$ cat src/rtl/pwm_pkg.sv
`timescale 1ns/1ps
// Package: register layout constants and the prescaler divide table shared
// by the PWM generator, its register block and its checker.
package pwm_pkg;
    localparam int CH_STRIDE = 15;   // bit distance between channel groups
    localparam int FIELD_W   = 7;    // writable bits per channel group
    localparam int RDY_BASE  = 28;   // ready flag of channel 0
    localparam int PD_BASE   = 4;    // byte address of channel 0 period/duty
    localparam int PD_STEP   = 4;    // byte distance between channel words
    localparam int CNT_W     = 16;   // period and duty counter width
    localparam int DIV_W     = 17;   // wide enough for the largest divider

    // Divide ratio for a prescaler code; 0 marks a reserved code.
    function automatic logic [DIV_W-1:0] code_div(input logic [3:0] code);
        logic [DIV_W-1:0] r;
        case (code)
            4'd0:    r = DIV_W'(120);
            4'd1:    r = DIV_W'(180);
            4'd2:    r = DIV_W'(240);
            4'd3:    r = DIV_W'(360);
            4'd4:    r = DIV_W'(480);
            4'd8:    r = DIV_W'(12000);
            4'd9:    r = DIV_W'(24000);
            4'd10:   r = DIV_W'(36000);
            4'd11:   r = DIV_W'(48000);
            4'd12:   r = DIV_W'(72000);
            4'd15:   r = DIV_W'(1);
            default: r = '0;
        endcase
        return r;
    endfunction
endpackage

$ cat src/rtl/pwm_prescaler.sv
`timescale 1ns/1ps
// Prescaler: emits a one-cycle tick every code_div(code) clocks while run is
// high. Assumes the code may change at any time; a reserved code stops ticks.
module pwm_prescaler
    import pwm_pkg::*;
(
    input  logic       clk,
    input  logic       rst_n,
    input  logic       run,
    input  logic [3:0] code,
    output logic       tick
);
    logic [DIV_W-1:0] div;
    logic [DIV_W-1:0] pc_q;
    logic             rsv;

    // Decode the divide ratio and produce the tick at the last phase.
    always_comb begin
        div  = code_div(code);
        rsv  = (div == '0);
        tick = run && !rsv && (pc_q >= div - DIV_W'(1));
    end

    // Phase counter: cleared when stopped or on a tick, held on a reserved code.
    always_ff @(posedge clk) begin
        if (!rst_n)      pc_q <= '0;
        else if (!run)   pc_q <= '0;
        else if (tick)   pc_q <= '0;
        else if (!rsv)   pc_q <= pc_q + DIV_W'(1);
    end
endmodule

$ cat src/rtl/pwm_channel.sv
`timescale 1ns/1ps
// One PWM channel: holding register with ready flag, working period/duty,
// tick counter and output level. Assumes the control fields come from
// registers, so the output is a function of registered state only.
module pwm_channel
    import pwm_pkg::*;
(
    input  logic             clk,
    input  logic             rst_n,
    input  logic             en,
    input  logic             gate,
    input  logic             act,
    input  logic [3:0]       code,
    input  logic             pd_we,
    input  logic [31:0]      pd_wdata,
    output logic [31:0]      pd_hold,
    output logic             ready,
    output logic [CNT_W-1:0] cnt,
    output logic [CNT_W-1:0] prd_m1,
    output logic             pwm_o
);
    logic             run;
    logic             tick;
    logic             wrap;
    logic             load;
    logic [CNT_W-1:0] duty_q;

    assign run = en && gate;

    pwm_prescaler u_psc (
        .clk   (clk),
        .rst_n (rst_n),
        .run   (run),
        .code  (code),
        .tick  (tick)
    );

    // Wrap and load decisions for the current cycle.
    always_comb begin
        wrap = tick && (cnt >= prd_m1);
        load = ready && (!en || wrap);
    end

    // Holding register and ready flag; a new write takes priority over a load.
    always_ff @(posedge clk) begin
        if (!rst_n) begin
            pd_hold <= '0;
            ready   <= 1'b0;
        end else if (pd_we) begin
            pd_hold <= pd_wdata;
            ready   <= 1'b1;
        end else if (load) begin
            ready   <= 1'b0;
        end
    end

    // Working period/duty registers, taken from the holding register.
    always_ff @(posedge clk) begin
        if (!rst_n) begin
            prd_m1 <= '0;
            duty_q <= '0;
        end else if (load) begin
            prd_m1 <= pd_hold[31:16];
            duty_q <= pd_hold[15:0];
        end
    end

    // Tick counter: zero when disabled, wraps after period-minus-one.
    always_ff @(posedge clk) begin
        if (!rst_n)     cnt <= '0;
        else if (!en)   cnt <= '0;
        else if (tick)  cnt <= wrap ? '0 : cnt + CNT_W'(1);
    end

    // Output level: active during the duty part of a running channel.
    always_comb begin
        pwm_o = (run && (cnt < duty_q)) ? act : !act;
    end
endmodule

$ cat src/rtl/pwm_ctrl_regs.sv
`timescale 1ns/1ps
// Control register and address decode. Holds the writable field group of
// each channel and strobes the period/duty word writes. Assumes one write
// per cycle and that the caller slices each channel's field bits.
module pwm_ctrl_regs
    import pwm_pkg::*;
#(
    parameter int NCH    = 2,
    parameter int ADDR_W = 4
) (
    input  logic                          clk,
    input  logic                          rst_n,
    input  logic                          we,
    input  logic [ADDR_W-1:0]             addr,
    input  logic [NCH-1:0][FIELD_W-1:0]   wfield,
    output logic [NCH-1:0][3:0]           ch_code,
    output logic [NCH-1:0]                ch_en,
    output logic [NCH-1:0]                ch_act,
    output logic [NCH-1:0]                ch_gate,
    output logic [NCH-1:0]                pd_we
);
    localparam logic [ADDR_W-1:0] CTRL_ADDR = '0;

    logic [NCH-1:0][FIELD_W-1:0] field_q;

    for (genvar n = 0; n < NCH; n++) begin : g_ch
        // Field group of channel n, written as a whole by a control write.
        always_ff @(posedge clk) begin
            if (!rst_n)                         field_q[n] <= '0;
            else if (we && addr == CTRL_ADDR)   field_q[n] <= wfield[n];
        end

        assign ch_code[n] = field_q[n][3:0];
        assign ch_en[n]   = field_q[n][4];
        assign ch_act[n]  = field_q[n][5];
        assign ch_gate[n] = field_q[n][6];
        assign pd_we[n]   = we && (addr == ADDR_W'(PD_BASE + PD_STEP * n));
    end
endmodule

$ cat src/rtl/pwm_dual.sv
`timescale 1ns/1ps
// Top: multi-channel prescaled PWM generator with a synchronous register
// port. Assumes NCH is 1 or 2 so every channel group and ready flag fits the
// 32-bit control word, and ADDR_W can reach every channel word.
module pwm_dual
    import pwm_pkg::*;
#(
    parameter int NCH    = 2,
    parameter int ADDR_W = 4
) (
    input  logic              clk,
    input  logic              rst_n,
    input  logic              bus_we,
    input  logic [ADDR_W-1:0] bus_addr,
    input  logic [31:0]       bus_wdata,
    output logic [31:0]       bus_rdata,
    output logic [NCH-1:0]    pwm_out
);
    logic [NCH-1:0][FIELD_W-1:0] wfield;
    logic [NCH-1:0][3:0]         ch_code;
    logic [NCH-1:0]              ch_en;
    logic [NCH-1:0]              ch_act;
    logic [NCH-1:0]              ch_gate;
    logic [NCH-1:0]              pd_we;
    logic [NCH-1:0][31:0]        pd_hold;
    logic [NCH-1:0]              ch_ready;
    logic [NCH-1:0][CNT_W-1:0]   ch_cnt;
    logic [NCH-1:0][CNT_W-1:0]   ch_prd;

    for (genvar n = 0; n < NCH; n++) begin : g_slice
        assign wfield[n] = bus_wdata[CH_STRIDE*n +: FIELD_W];
    end

    pwm_ctrl_regs #(.NCH(NCH), .ADDR_W(ADDR_W)) u_regs (
        .clk     (clk),
        .rst_n   (rst_n),
        .we      (bus_we),
        .addr    (bus_addr),
        .wfield  (wfield),
        .ch_code (ch_code),
        .ch_en   (ch_en),
        .ch_act  (ch_act),
        .ch_gate (ch_gate),
        .pd_we   (pd_we)
    );

    for (genvar n = 0; n < NCH; n++) begin : g_ch
        pwm_channel u_ch (
            .clk      (clk),
            .rst_n    (rst_n),
            .en       (ch_en[n]),
            .gate     (ch_gate[n]),
            .act      (ch_act[n]),
            .code     (ch_code[n]),
            .pd_we    (pd_we[n]),
            .pd_wdata (bus_wdata),
            .pd_hold  (pd_hold[n]),
            .ready    (ch_ready[n]),
            .cnt      (ch_cnt[n]),
            .prd_m1   (ch_prd[n]),
            .pwm_o    (pwm_out[n])
        );
    end

    // Read mux: control word with ready flags, or a channel's holding word.
    always_comb begin
        bus_rdata = '0;
        if (bus_addr == '0) begin
            for (int n = 0; n < NCH; n++) begin
                bus_rdata[CH_STRIDE*n +: FIELD_W] =
                    {ch_gate[n], ch_act[n], ch_en[n], ch_code[n]};
                bus_rdata[RDY_BASE + n] = ch_ready[n];
            end
        end
        for (int n = 0; n < NCH; n++) begin
            if (bus_addr == ADDR_W'(PD_BASE + PD_STEP * n)) bus_rdata = pd_hold[n];
        end
    end
endmodule

$ cat config.mk
export PLATFORM = sky130hd
export DESIGN_NAME = pwm_dual
export DESIGN_NICKNAME = d
export VERILOG_FILES = /design/src/rtl/pwm_pkg.sv /design/src/rtl/pwm_prescaler.sv /design/src/rtl/pwm_channel.sv /design/src/rtl/pwm_ctrl_regs.sv /design/src/rtl/pwm_dual.sv
export SDC_FILE = /design/constraint.sdc
export NUM_CORES = 1
export LEC_CHECK = 0
export BUFFER_PORTS_ARGS = -buffer_cell sky130_fd_sc_hd__buf_2
export CAP_MARGIN = 10
export CORE_ASPECT_RATIO = 0.6
export CORE_UTILIZATION = 62
export CTS_CLUSTER_DIAMETER = 50
export DETAILED_ROUTE_END_ITERATION = 10
export PLACE_DENSITY = 0.81
export SLEW_MARGIN = 20
export SYNTH_ARGS = -nofsm -noshare
export SYNTH_HDL_FRONTEND = slang
export SYNTH_SLANG_ARGS = --single-unit
export TNS_END_PERCENT = 100
$ cat constraint.sdc
create_clock -name clk -period 4.2 [get_ports clk]
set_input_delay 0.63 -clock clk [delete_from_list [all_inputs] [get_ports clk]]
set_output_delay 0.63 -clock clk [all_outputs]
set_load 0.02 [all_outputs]
== Yosys cells after proc, flatten, opt, wreduce, memory -nomap -nowiden ==
Memory sizes are Yosys's and may differ from the RTL's. A register that Yosys moved wholly into a read port is not among the register bits.
Cells that the tools add are included.

* $add $sub $neg: 6
* Magnitude comparators: 6
* Equality and inequality tests: 2
* Multiplexer cells: 17
* Bitwise logic cells: 3
* Reduce and logical (&&, ||, !) cells: 32

{| class="wikitable"
|+ Operators with widths
! operator !! number
|-
| $mux 32 || 2
|-
| $add 17x1->17 const B || 2
|-
| $ge 17x17->1 || 2
|-
| $logic_not 17->1 || 2
|-
| $sub 17x1->17 const B || 2
|-
| $add 16x1->16 const B || 2
|-
| $ge 16x16->1 || 2
|-
| $lt 16x16->1 || 2
|-
| $mux 16 || 2
|-
| $mux 4 || 4
|-
| $logic_and 1x1->1 || 15
|-
| $mux 7 || 2
|-
| $logic_not 1->1 || 6
|-
| $mux 1 || 6
|-
| $reduce_or 3->1 || 2
|-
| $eq 4x3->1 const B || 1
|-
| $eq 4x4->1 const B || 1
|-
| $logic_not 4->1 || 1
|-
| $reduce_and 2->1 || 2
|-
| $reduce_bool 2->1 || 2
|-
| $not 1->1 || 3
|-
| $logic_or 1x1->1 || 2
|-
| $mux 2 || 1
|}

* Flip-flop bits (word level): 210
* Bits in read-only memories: 512
* Output and inout port bits: 34
* Word-level logic and storage cells: 82
* Memories kept: 2

{| class="wikitable"
|+ Memory list
! memory !! depth !! bits a word !! read ports !! clocked after Yosys merged registers in !! wr ports !! line !! RTL
|-
| (name not given) || 16 || 16 || 1 || 1 || 0 || pwm_pkg.sv:16 || <nowiki>case (code)</nowiki>
|-
| (name not given) || 16 || 16 || 1 || 1 || 0 || pwm_pkg.sv:16 ||
|}

== Longest topological paths before layout ==
Gate-level depths: netlist (run 1).

* Depth after elaboration: 9
* Gate-level depth with buffers: 17
* Mapped depth without buffers: 15

== Modules after synthesis ==
A second synthesis (run 1) with hierarchy kept.

* Cells, all modules: 1483
* Area, all modules: 13126.3 um^2

{| class="wikitable"
|+ Modules (own cells, without submodules)
! module !! times used !! cells each !! area each (um^2)
|-
| pwm_channel || 2 || 461 || 4304.1
|-
| pwm_prescaler || 2 || 209 || 1681.6
|-
| pwm_ctrl_regs || 1 || 66 || 608.1
|-
| pwm_dual || 1 || 77 || 546.8
|}

== Worst setup path after synthesis (run 1) ==
Ideal clock, no wire load.

* Path kind: flip-flop to flip-flop
* Start: register g_ch[0].u_ch.u_psc.div[4] (netlist name)
* End: register g_ch[0].u_ch.cnt[13]
* Setup time: 0.070 ns
* Arrival: 3.542 ns
* Required time: 4.130 ns
* Slack: 0.587 ns
* Stages on the path, launching flop included: 16
* Buffers on the path: 0
* Clock period less this slack: 3.613 ns
* Path through: dfxtp_1 > or4_1 > or3_1 > nor3_2 > nand2_1 > nor2_2 > nand2_1 > xor2_1 > ha_1 > nand2_1 > o21ai_0 > a21oi_1 > nor3_4 > nand4_1 > or3b_2 > a21oi_1

* Word-level cells in the longest chain between the ends: 6
* Elaborated cells on any way between the ends: 8

{| class="wikitable"
|+ RTL lines
! item !! line !! RTL
|-
| branches (longest 3 deep; another with $sub 17x1->17) || - ||
|-
| $logic_and 1x1->1 * || pwm_prescaler.sv:21 || <nowiki>tick = run && !rsv && (pc_q >= div - DIV_W'(1));</nowiki>
|-
| $logic_and 1x1->1 || pwm_channel.sv:40 || <nowiki>wrap = tick && (cnt >= prd_m1);</nowiki>
|-
| $mux 16 || pwm_channel.sv:72 || <nowiki>else if (tick) cnt <= wrap ? '0 : cnt + CNT_W'(1);</nowiki>
|-
| end signal, assigned || pwm_channel.sv:72 ||
|-
| end, declared || pwm_channel.sv:18 || <nowiki>output logic [CNT_W-1:0] cnt,</nowiki>
|}

Every way passes the cells marked *.
A chain may end at the register's enable or synchronous reset.

== Worst setup path after layout (run 1) ==
* Start: register g_ch[0].u_ch.u_psc.div[4] (netlist name)
* End: register g_ch[0].u_ch.cnt[9]

* Word-level cells in the longest chain between the ends: 6
* Elaborated cells on any way between the ends: 8

{| class="wikitable"
|+ RTL lines
! item !! line
|-
| branches (longest 3 deep; another with $sub 17x1->17) || -
|-
| $logic_and 1x1->1 * || pwm_prescaler.sv:21
|-
| $logic_and 1x1->1 || pwm_channel.sv:40
|-
| $mux 16 || pwm_channel.sv:72
|}

Marked as above.

==> results of run 1 <==
power breakdown:
part / total, mW / internal, mW / switching [mW] / leakage [nW]
sequential: 2.31 / 2.29 / 0.0154 / 1.93
combinational: 0.167 / 0.0542 / 0.113 / 3.32
clock: 2.29 / 1.37 / 0.925 / 0.418
total: 4.77 / 3.71 / 1.05 / 5.67
worst max-delay path, cell delays in order (launching register included):
cell     delay [ps]
dfxtp_1         350
or4_1           590
or3_4           380
nor3_2          160
nand2_1         120
nor2_2          160
nand2_1          80
xor2_1          150
ha_1            310
nand2_1          60
o21ai_1         190
a21oi_1         100
nor3_4          270
nand4_1         140
buf_4           190
or3b_2          480
a21oi_1         210
flip-flops by register name (all words and copies together) (netlist names):
| name | count |
|---|---|
| g_ch.u_ch.prd_m1 | 32 |
| g_ch.u_ch.u_psc.div | 30 |
| u_regs.ch_gate | 2 |
| g_ch.u_ch.ready | 2 |
| u_regs.ch_en | 2 |
| g_ch.u_ch.duty_q | 32 |
| u_regs.ch_act | 2 |
| g_ch.u_ch.cnt | 32 |
| g_ch.u_ch.u_psc.pc_q | 34 |
| u_regs.ch_code | 8 |
| g_ch.u_ch.pd_hold | 64 |
cells in the mapped netlist, types with 17 or more instances:
library cell  count
a21o_1           20
mux2i_1          17
a21oi_1          66
xnor2_1          31
nand2_1         265
o21ai_0          53
nor2_1          147
a31o_2           24
clkbuf_1         51
ha_1            108
nand4_1          25
inv_1            87
nand3_1          63
o21ai_2          32
dfxtp_1         240
xor2_1           39
a21boi_0         57
stage by stage:
stage	utilization [%]	hold WS (ps)	setup WS, ps	instances
after detailed placement	66.41	448.7	83.68	1846
final	70.79	375.8	179.0	1894
after global placement	66.41	447.4	296.2	1846
after global routing	70.79	377.3	-17.97	1894
after CTS	70.58	371.1	6.242	1890
after floorplan	-	439.4	587.1	1563
kinds of logic after synthesis:
group | share of synthesized area [%]
mux | 1.316
fa+ha+maj | 10.45
compound gates | 17.66
simple gates | 23.05
buf+inv | 5.613
flops | 37.16
xor+xnor | 4.742
cell usage in the layout (no fill, tap or decap), drive strengths merged, types with 19 or more instances in the layout:
cell type and count:
dfxtp 240, nor2 148, a21boi 66, nand4 28, xor2 39, nor3 19, o21ai 86, inv 88
a21oi 66, clkbuf 35, buf 96, nand3 63, xnor2 31, a31o 31, nand2 266, a21o 20
ha 108
final cells by class:
type	count	share of cell area [%]
clock buffer	35	4.983
clock inverter	9	0.9092
inverter	87	2.282
multi-input combinational	1154	51.88
sequential	240	33.57
tap	273	2.387
timing repair buffer	96	3.995
timing repair:
item,4_1_cts,5_1_grt
gates resized for setup,0,3
setup endpoints to repair,0,38
buffers inserted,0,4
metal layers:
metal,vias up,part of all wire (%),track usage (%),routed length [um]
met1,5321,47,46.64,15820
met4,0,2.0,7.258,677
li1,5456,-,-,-
met2,540,40,46.27,13360
met5,-,0,0,0
met3,55,11,6.831,3663
final timing paths:
kind	start	endpoint	cells past startpoint
min	bus_wdata[10]	g_ch[1].u_ch.pd_hold[10]	3
max reg2reg	g_ch[0].u_ch.u_psc.div[4]	g_ch[0].u_ch.cnt[9]	16
min reg2reg	g_ch[0].u_ch.prd_m1[2]	g_ch[0].u_ch.prd_m1[2]	2
max	g_ch[0].u_ch.u_psc.div[4]	g_ch[0].u_ch.cnt[9]	16
==> key figures, run 1 <==
Clock tree
  • CTS tree: done
  • CTS Buf Count: 24
  • Clock Path Buffers: 3
  • Hold_buf cts: 0
  • Root Buffer: clkbuf_16
  • Clock Pin Slew Worst Setup and Hold Paths: 70 ps
  • CTS sink cnt: 240
  • Clk_lat worst skew: 520 ps
  • H-tree Lvls: 1

STA
  • Setup TNS after final layout: 0 ps
  • Worst-margin pin slew: ~870 ps
  • Min Tclk post-route: slightly above 4000 ps
  • Hold Fails Final Rpt: 0
  • Final setup viols: 0
  • Final Cycle Share: 95.74%
  • Slew Viols, Final: 0
  • F_max: 248.7 MHz
  • Worst Skew: 8.145 ps
  • Rel. slew slack: 41.76%

Floorplan
  • Die W: 188.4 um
  • Core Area: 20220 um2
  • Initial Utilization: 63.94%
  • Row Count: 40
  • Die Y: approximately 110 um
  • I/O pin total: 73
  • Die Area: 21450 um2

Job
  • Max-cap violations: 0

Cells and area
  • Area Growth Syn to Fin: 10.70%
  • Ant diodes: 0
  • Final nets: 1750
  • Final instance area: 14310 um2
  • Reg area: about 4800 um2
  • Fraction of layout instances using a drive strength above 1: 13.57%
  • Fill cell count: 1634
  • Multi-input combinational cell area: ~7400 um2

Pwr
  • Cell Pwr Density: 333.0 nW/um2
  • Pleak: 5.670 nW
  • Total Power: between 4 and 5 mW
  • Worst VDD drop: between 0.2 and 0.25 mV

Routing
  • Drt wl/cell: about 18 um
  • Total number of vias: roughly 11000
  • Post-DRT Antenna Nets: 0
  • Drt initial violations: 974
  • First-pass detailed-route iteration total: 6
  • Total Routed Length: about 34000 um
  • Remaining DRCs: 0
  • Vias per cell: around 6

Synth
  • Sequential fraction of the synthesis area: between 30% and 40%
  • Yosys reg bits: 240
  • Leading area contributor after synthesis: dfxtp_1
  • Synth Warn #: 0
  • Main flop type after synthesis: dfxtp_1
  • Main area contributors after synthesis: dfxtp_1 37%, ha_1 10%, nand2_1 7.7%
  • Area of the mapped netlist: 12930 um2
  • EDFF count, synth: 0
  • Syn_area_per_cell: 8.272 um2
  • Syn_nets: 1710
  • Post-synth ARST share: 0%
  • Synthesized instance count: 1563
  • Synth top area share: 37.16%
  • Synth cell types: slightly above 70

Place
  • DP Wirelength: 24290 um
  • Count of input and output buffers: 72
  • Dpl cell area: about 13000 um2
  • Gpl congestion: between 0.9 and 1

Global route
  • Initial antenna violation count: 0
  • Pin count of the biggest net entering global routing: 96
  • GRT Overall Usage: 31.43%
  • Global-route wire length before repair: 54370 um
  • GRT Residual Overflow: 0
  • Vias in the first global route: 10740

Setup path
  • CP Capture Type: flop
  • Critical path arrival: 4450 ps
  • CP Max Fanout: 6
  • WP data required: about 4600 ps
  • Setup CP Type: reg -> reg
  • Crit path launch type: flop
  • Reg2reg setup slack: around 180 ps

Status
  • Run status: finished clean

Worst hold path
  • Type of the tightest min-delay check: in -> reg
Note: power is estimated with default switching activity, not from simulation.
==> run 2: changes to the inputs <==
--- a/config.mk
+++ b/config.mk
@@ -15,5 +15,6 @@
 export SLEW_MARGIN = 20
 export SYNTH_ARGS = -nofsm -noshare
 export SYNTH_HDL_FRONTEND = slang
+export SYNTH_HIERARCHICAL = 1
 export SYNTH_SLANG_ARGS = --single-unit
 export TNS_END_PERCENT = 100
==> run 2 against run 1 <==
Effect of this change:
- sequential share of layout area shrank 4.5 points
- first-iteration DRC count grew 30%
- critical path type unchanged
- largest power group unchanged
- via count up 0.56%
==> key figures, run 2 <==
Global route
  • Global-route wire length before repair: 55080 um (+1.3%)
  • Initial antenna violation count: 0 (unchanged)
  • Pin count of the biggest net entering global routing: 122 (+27%)
  • Vias in the first global route: 10200 (-5.0%)
  • GRT Residual Overflow: 0 (unchanged)
  • GRT Overall Usage: 31.58% (+0.15 points)

Setup path
  • Worst Path Buf+Inv: 3 (+2)
  • Crit path to: g_ch[1].u_ch/cnt[13]
  • FF-to-FF Start: u_regs/ch_code[5]
  • Reg2reg setup slack: 210 ps (+30 ps)
  • Crit path depth: 20 (+4)
  • WP data required: 4550 ps (-80 ps)
  • Worst-path cell chain: inv_1 -> ha_4 -> or2b_1 -> o21a_1 -> a21oi_1 -> o32a_1 -> o21ai_0 -> ha_1 -> nand4_1 -> a211oi_2 -> o31ai_1 -> a21oi_2 -> and2_4 -> buf_4 -> nand4_1 -> buf_4 -> nor4_4 -> nand3_1 -> xor2_1 -> nor2_1
  • CP startpoint: u_regs/ch_code[5]
  • Critical path arrival: 4350 ps (-100 ps)
  • Slowest stage cell, crit path: dfxtp_2
  • Worst flop-to-flop path endpoint: g_ch[1].u_ch/cnt[13]
  • Setup CP Type: reg -> reg
  • CP Capture Type: flop
  • R2r worst-path depth: 20 (+4)
  • CP max stage delay: 350 ps (-240 ps)
  • CP Max Fanout: 7 (+1)
  • Crit path launch type: flop
  • CP delay by family, top: simple AND/OR/NAND/NOR gates

Pwr
  • Switching share of power: 21.92% (-0.18 points)
  • Comb power frac: 4.3% (+0.8 points)
  • Worst VDD drop: 0.2590 mV (+4.7%)
  • Cell Pwr Density: 286.1 nW/um2 (-14%)
  • Sw Pwr: 0.9080 mW (-14%)
  • Pint: 3.234 mW (-13%)
  • Pleak: 5.115 nW (-9.8%)
  • Power share of the clock group: 47.1% (-1.0 points)
  • Reg power frac: 48.6% (+0.2 points)

STA
  • Slew Viols, Final: 0 (unchanged)
  • Worst Skew: 8.586 ps (+0.4409 ps)
  • F_max: 250.5 MHz (+0.71%)
  • Rel. slew slack: 31.26% (-10 points)
  • Worst-margin pin slew: 1031 ps (+157.4 ps)
  • Min Tclk post-route: 3993 ps (-28.30 ps)
  • Hold Fails Final Rpt: 0 (unchanged)
  • Final Cycle Share: 95.06% (-0.67 points)
  • Final setup viols: 0 (unchanged)
  • Hold_ws: 414.7 ps (+38.93 ps)

Clock tree
  • CTS tree: done
  • Clock Path Buffers: 3 (unchanged)
  • Hold_buf cts: 0 (unchanged)
  • H-tree Lvls: 1 (unchanged)
  • Clock Pin Slew Worst Setup and Hold Paths: 60 ps (about the same)
  • CTS Buf Count: 21 (-13%)
  • Clk_lat worst skew: 500 ps (-20 ps)
  • CTS sink cnt: 210 (-13%)
  • Root Buffer: clkbuf_16

Floorplan
  • Die Area: 21780 um2 (+1.5%)
  • I/O pin total: 73 (unchanged)
  • Row Count: 40 (unchanged)
  • Die Y: 114.7 um (+0.75%)
  • Die W: 189.8 um (+0.75%)
  • Core Area: 20370 um2 (+0.74%)
  • Initial Utilization: 64.44% (+0.50 points)

Synth
  • Synthesized instance count: 1483 (-5.1%)
  • Syn_area_per_cell: 8.851 um2 (+7.0%)
  • Post-synth ARST share: 0% (unchanged)
  • Synth Warn #: 6 (+6)
  • EDFF count, synth: 0 (unchanged)
  • Main flop type after synthesis: dfxtp_1
  • Most frequent cells after synthesis: 210 x dfxtp_1, 183 x nand2_1, 112 x ha_1, 85 x nor2_1, 84 x nand4_1
  • Yosys reg bits: 210 (-13%)
  • Area of the mapped netlist: 13130 um2 (+1.5%)
  • Synth cell types: 64 (-11%)
  • Sequential fraction of the synthesis area: 32.03% (-5.1 points)
  • Main area contributors after synthesis: dfxtp_1 32%, ha_1 11%, mux2i_1 6.3%
  • Synth top area share: 32.03% (-5.1 points)
  • Syn_nets: 1634 (-4.4%)
  • Count leader, synth: dfxtp_1
  • Leading area contributor after synthesis: dfxtp_1

Place
  • Gpl congestion: 0.9223 (+0.81%)
  • DP Wirelength: 24870 um (+2.4%)
  • Dpl cell area: 13640 um2 (+1.6%)
  • Count of input and output buffers: 72 (unchanged)

Cells and area
  • Area Growth Syn to Fin: 10.27%
  • Final instance area: 14470 um2 (+1.1%)
  • Largest register FFs: 64 (unchanged)
  • Commonest non-fill, non-tap cells in the layout: 207 x dfxtp_1, 182 x nand2_1, 110 x ha_1
  • Top reg by flops: g_ch.u_ch/pd_hold
  • Biggest regs: g_ch.u_ch/pd_hold: 64 flops, g_ch.u_ch/u_psc/pc_q: 34 flops
  • Final nets: 1673 (-4.4%)
  • Fraction of layout instances using a drive strength above 1: 16.05% (+2.5 points)
  • Ant diodes: 0 (unchanged)
  • Commonest non-fill, non-tap cell in the layout: dfxtp_1

Status
  • Run status: finished clean

Worst hold path
  • Type of the tightest min-delay check: in -> reg

Routing
  • Drt initial violations: 1271 (+30%)
  • Vias per cell: 6.332 (+5.5%)
  • First-pass detailed-route iteration total: 5 (-1)
  • Post-DRT Antenna Nets: 0 (unchanged)
  • Total number of vias: 11440 (+0.56%)
  • Total Routed Length: 34480 um (+2.9%)
  • Drt wl/cell: 19.09 um (+7.9%)
  • Remaining DRCs: 0 (unchanged)

Job
  • Max-cap violations: 0 (unchanged)
[run 2: stage by stage]
step	std cells	total power [mW]	TNS (ps)	util (%)	worst slack, ps
after global routing	1806	4.265	-6.941	71.06	-5.997
final	1806	4.142	0	71.06	207.3
after detailed placement	1768	2.228	-5586	66.97	-236.4
after floorplan	1483	2.165	0	-	146.8
after global placement	1768	2.226	0	66.97	55.49
after CTS	1803	4.161	-32.75	70.56	-19.81
[run 2: area by class of cell]
class	instances	area, um2
Tap cell	273	341.6
Multi-Input combinational cell	1096	8225
Inverter	80	300.3
Clock inverter	5	103.9
Timing Repair Buffer	113	699.4
Fill cell	1509	5896
Clock buffer	29	595.6
Sequential cell	210	4208
[run 2: timing repair]
action | CTS | global route
gates cloned | 1 | 0
setup buffers | 0 | 3
pin swaps | 2 | 5
gates resized for setup | 4 | 19
endpoints found under the setup margin | 35 | 96
[run 2: worst min path at each step]
stage / from / endpoint / slack [ps] / depth (start not counted)
3_5_place_dp: g_ch[0].u_ch/prd_m1[1] / g_ch[0].u_ch/prd_m1[1] / 460 / 2
3_3_place_gp: g_ch[1].u_ch/prd_m1[3] / g_ch[1].u_ch/prd_m1[3] / 450 / 2
2_1_floorplan: u_regs/ch_gate[0] / u_regs/ch_gate[0] / 440 / 2
6_report: bus_wdata[26] / g_ch[1].u_ch/pd_hold[26] / 410 / 3
4_1_cts: bus_wdata[12] / g_ch[1].u_ch/pd_hold[12] / 400 / 3
5_1_grt: bus_wdata[12] / g_ch[1].u_ch/pd_hold[12] / 410 / 3
[run 2: worst register-to-register path: stages (launching register included)]
cell and delay, ps:
dfxtp_2 350, inv_1 100, ha_4 200, or2b_1 250, o21a_1 250, a21oi_1 140
o32a_1 160, o21ai_0 90, ha_1 340, nand4_1 150, a211oi_2 200, o31ai_1 110
a21oi_2 170, and2_4 180, buf_4 150, nand4_1 210, buf_4 230, nor4_4 190
nand3_1 150, xor2_1 180, nor2_1 50
[run 2: kinds of logic (layout without fill, tap and decap cells)]
family,count (synthesis),count (layout),share of synthesized area (%)
XOR/XNOR,70,70,4.671
adder cells (fa/ha/maj),112,112,10.68
buffers and inverters,178,227,6.320
AND/OR/NAND/NOR,575,576,23.12
flip-flops,210,210,32.03
AO/OA/AOI/OAI,256,256,16.93
multiplexers,82,82,6.253
[run 2: layer usage]
layer  up-vias  GRT usage [%]  part of all wire, %
met5         -              0                    0
met4         0          5.860                  1.4
met3        55          6.804                   11
met2       526          43.02                   39
met1      5452          49.91                   48
li1       5403              -                    -
[run 2: power groups by stage]
stage | clock [mW] | sequential [mW] | combinational (mW)
after floorplan | 0 | 2.05 | 0.113
after global placement | 0 | 2.06 | 0.170
after detailed placement | 0 | 2.06 | 0.172
after CTS | 1.98 | 2.01 | 0.173
after global routing | 2.06 | 2.01 | 0.192
final | 1.95 | 2.01 | 0.180
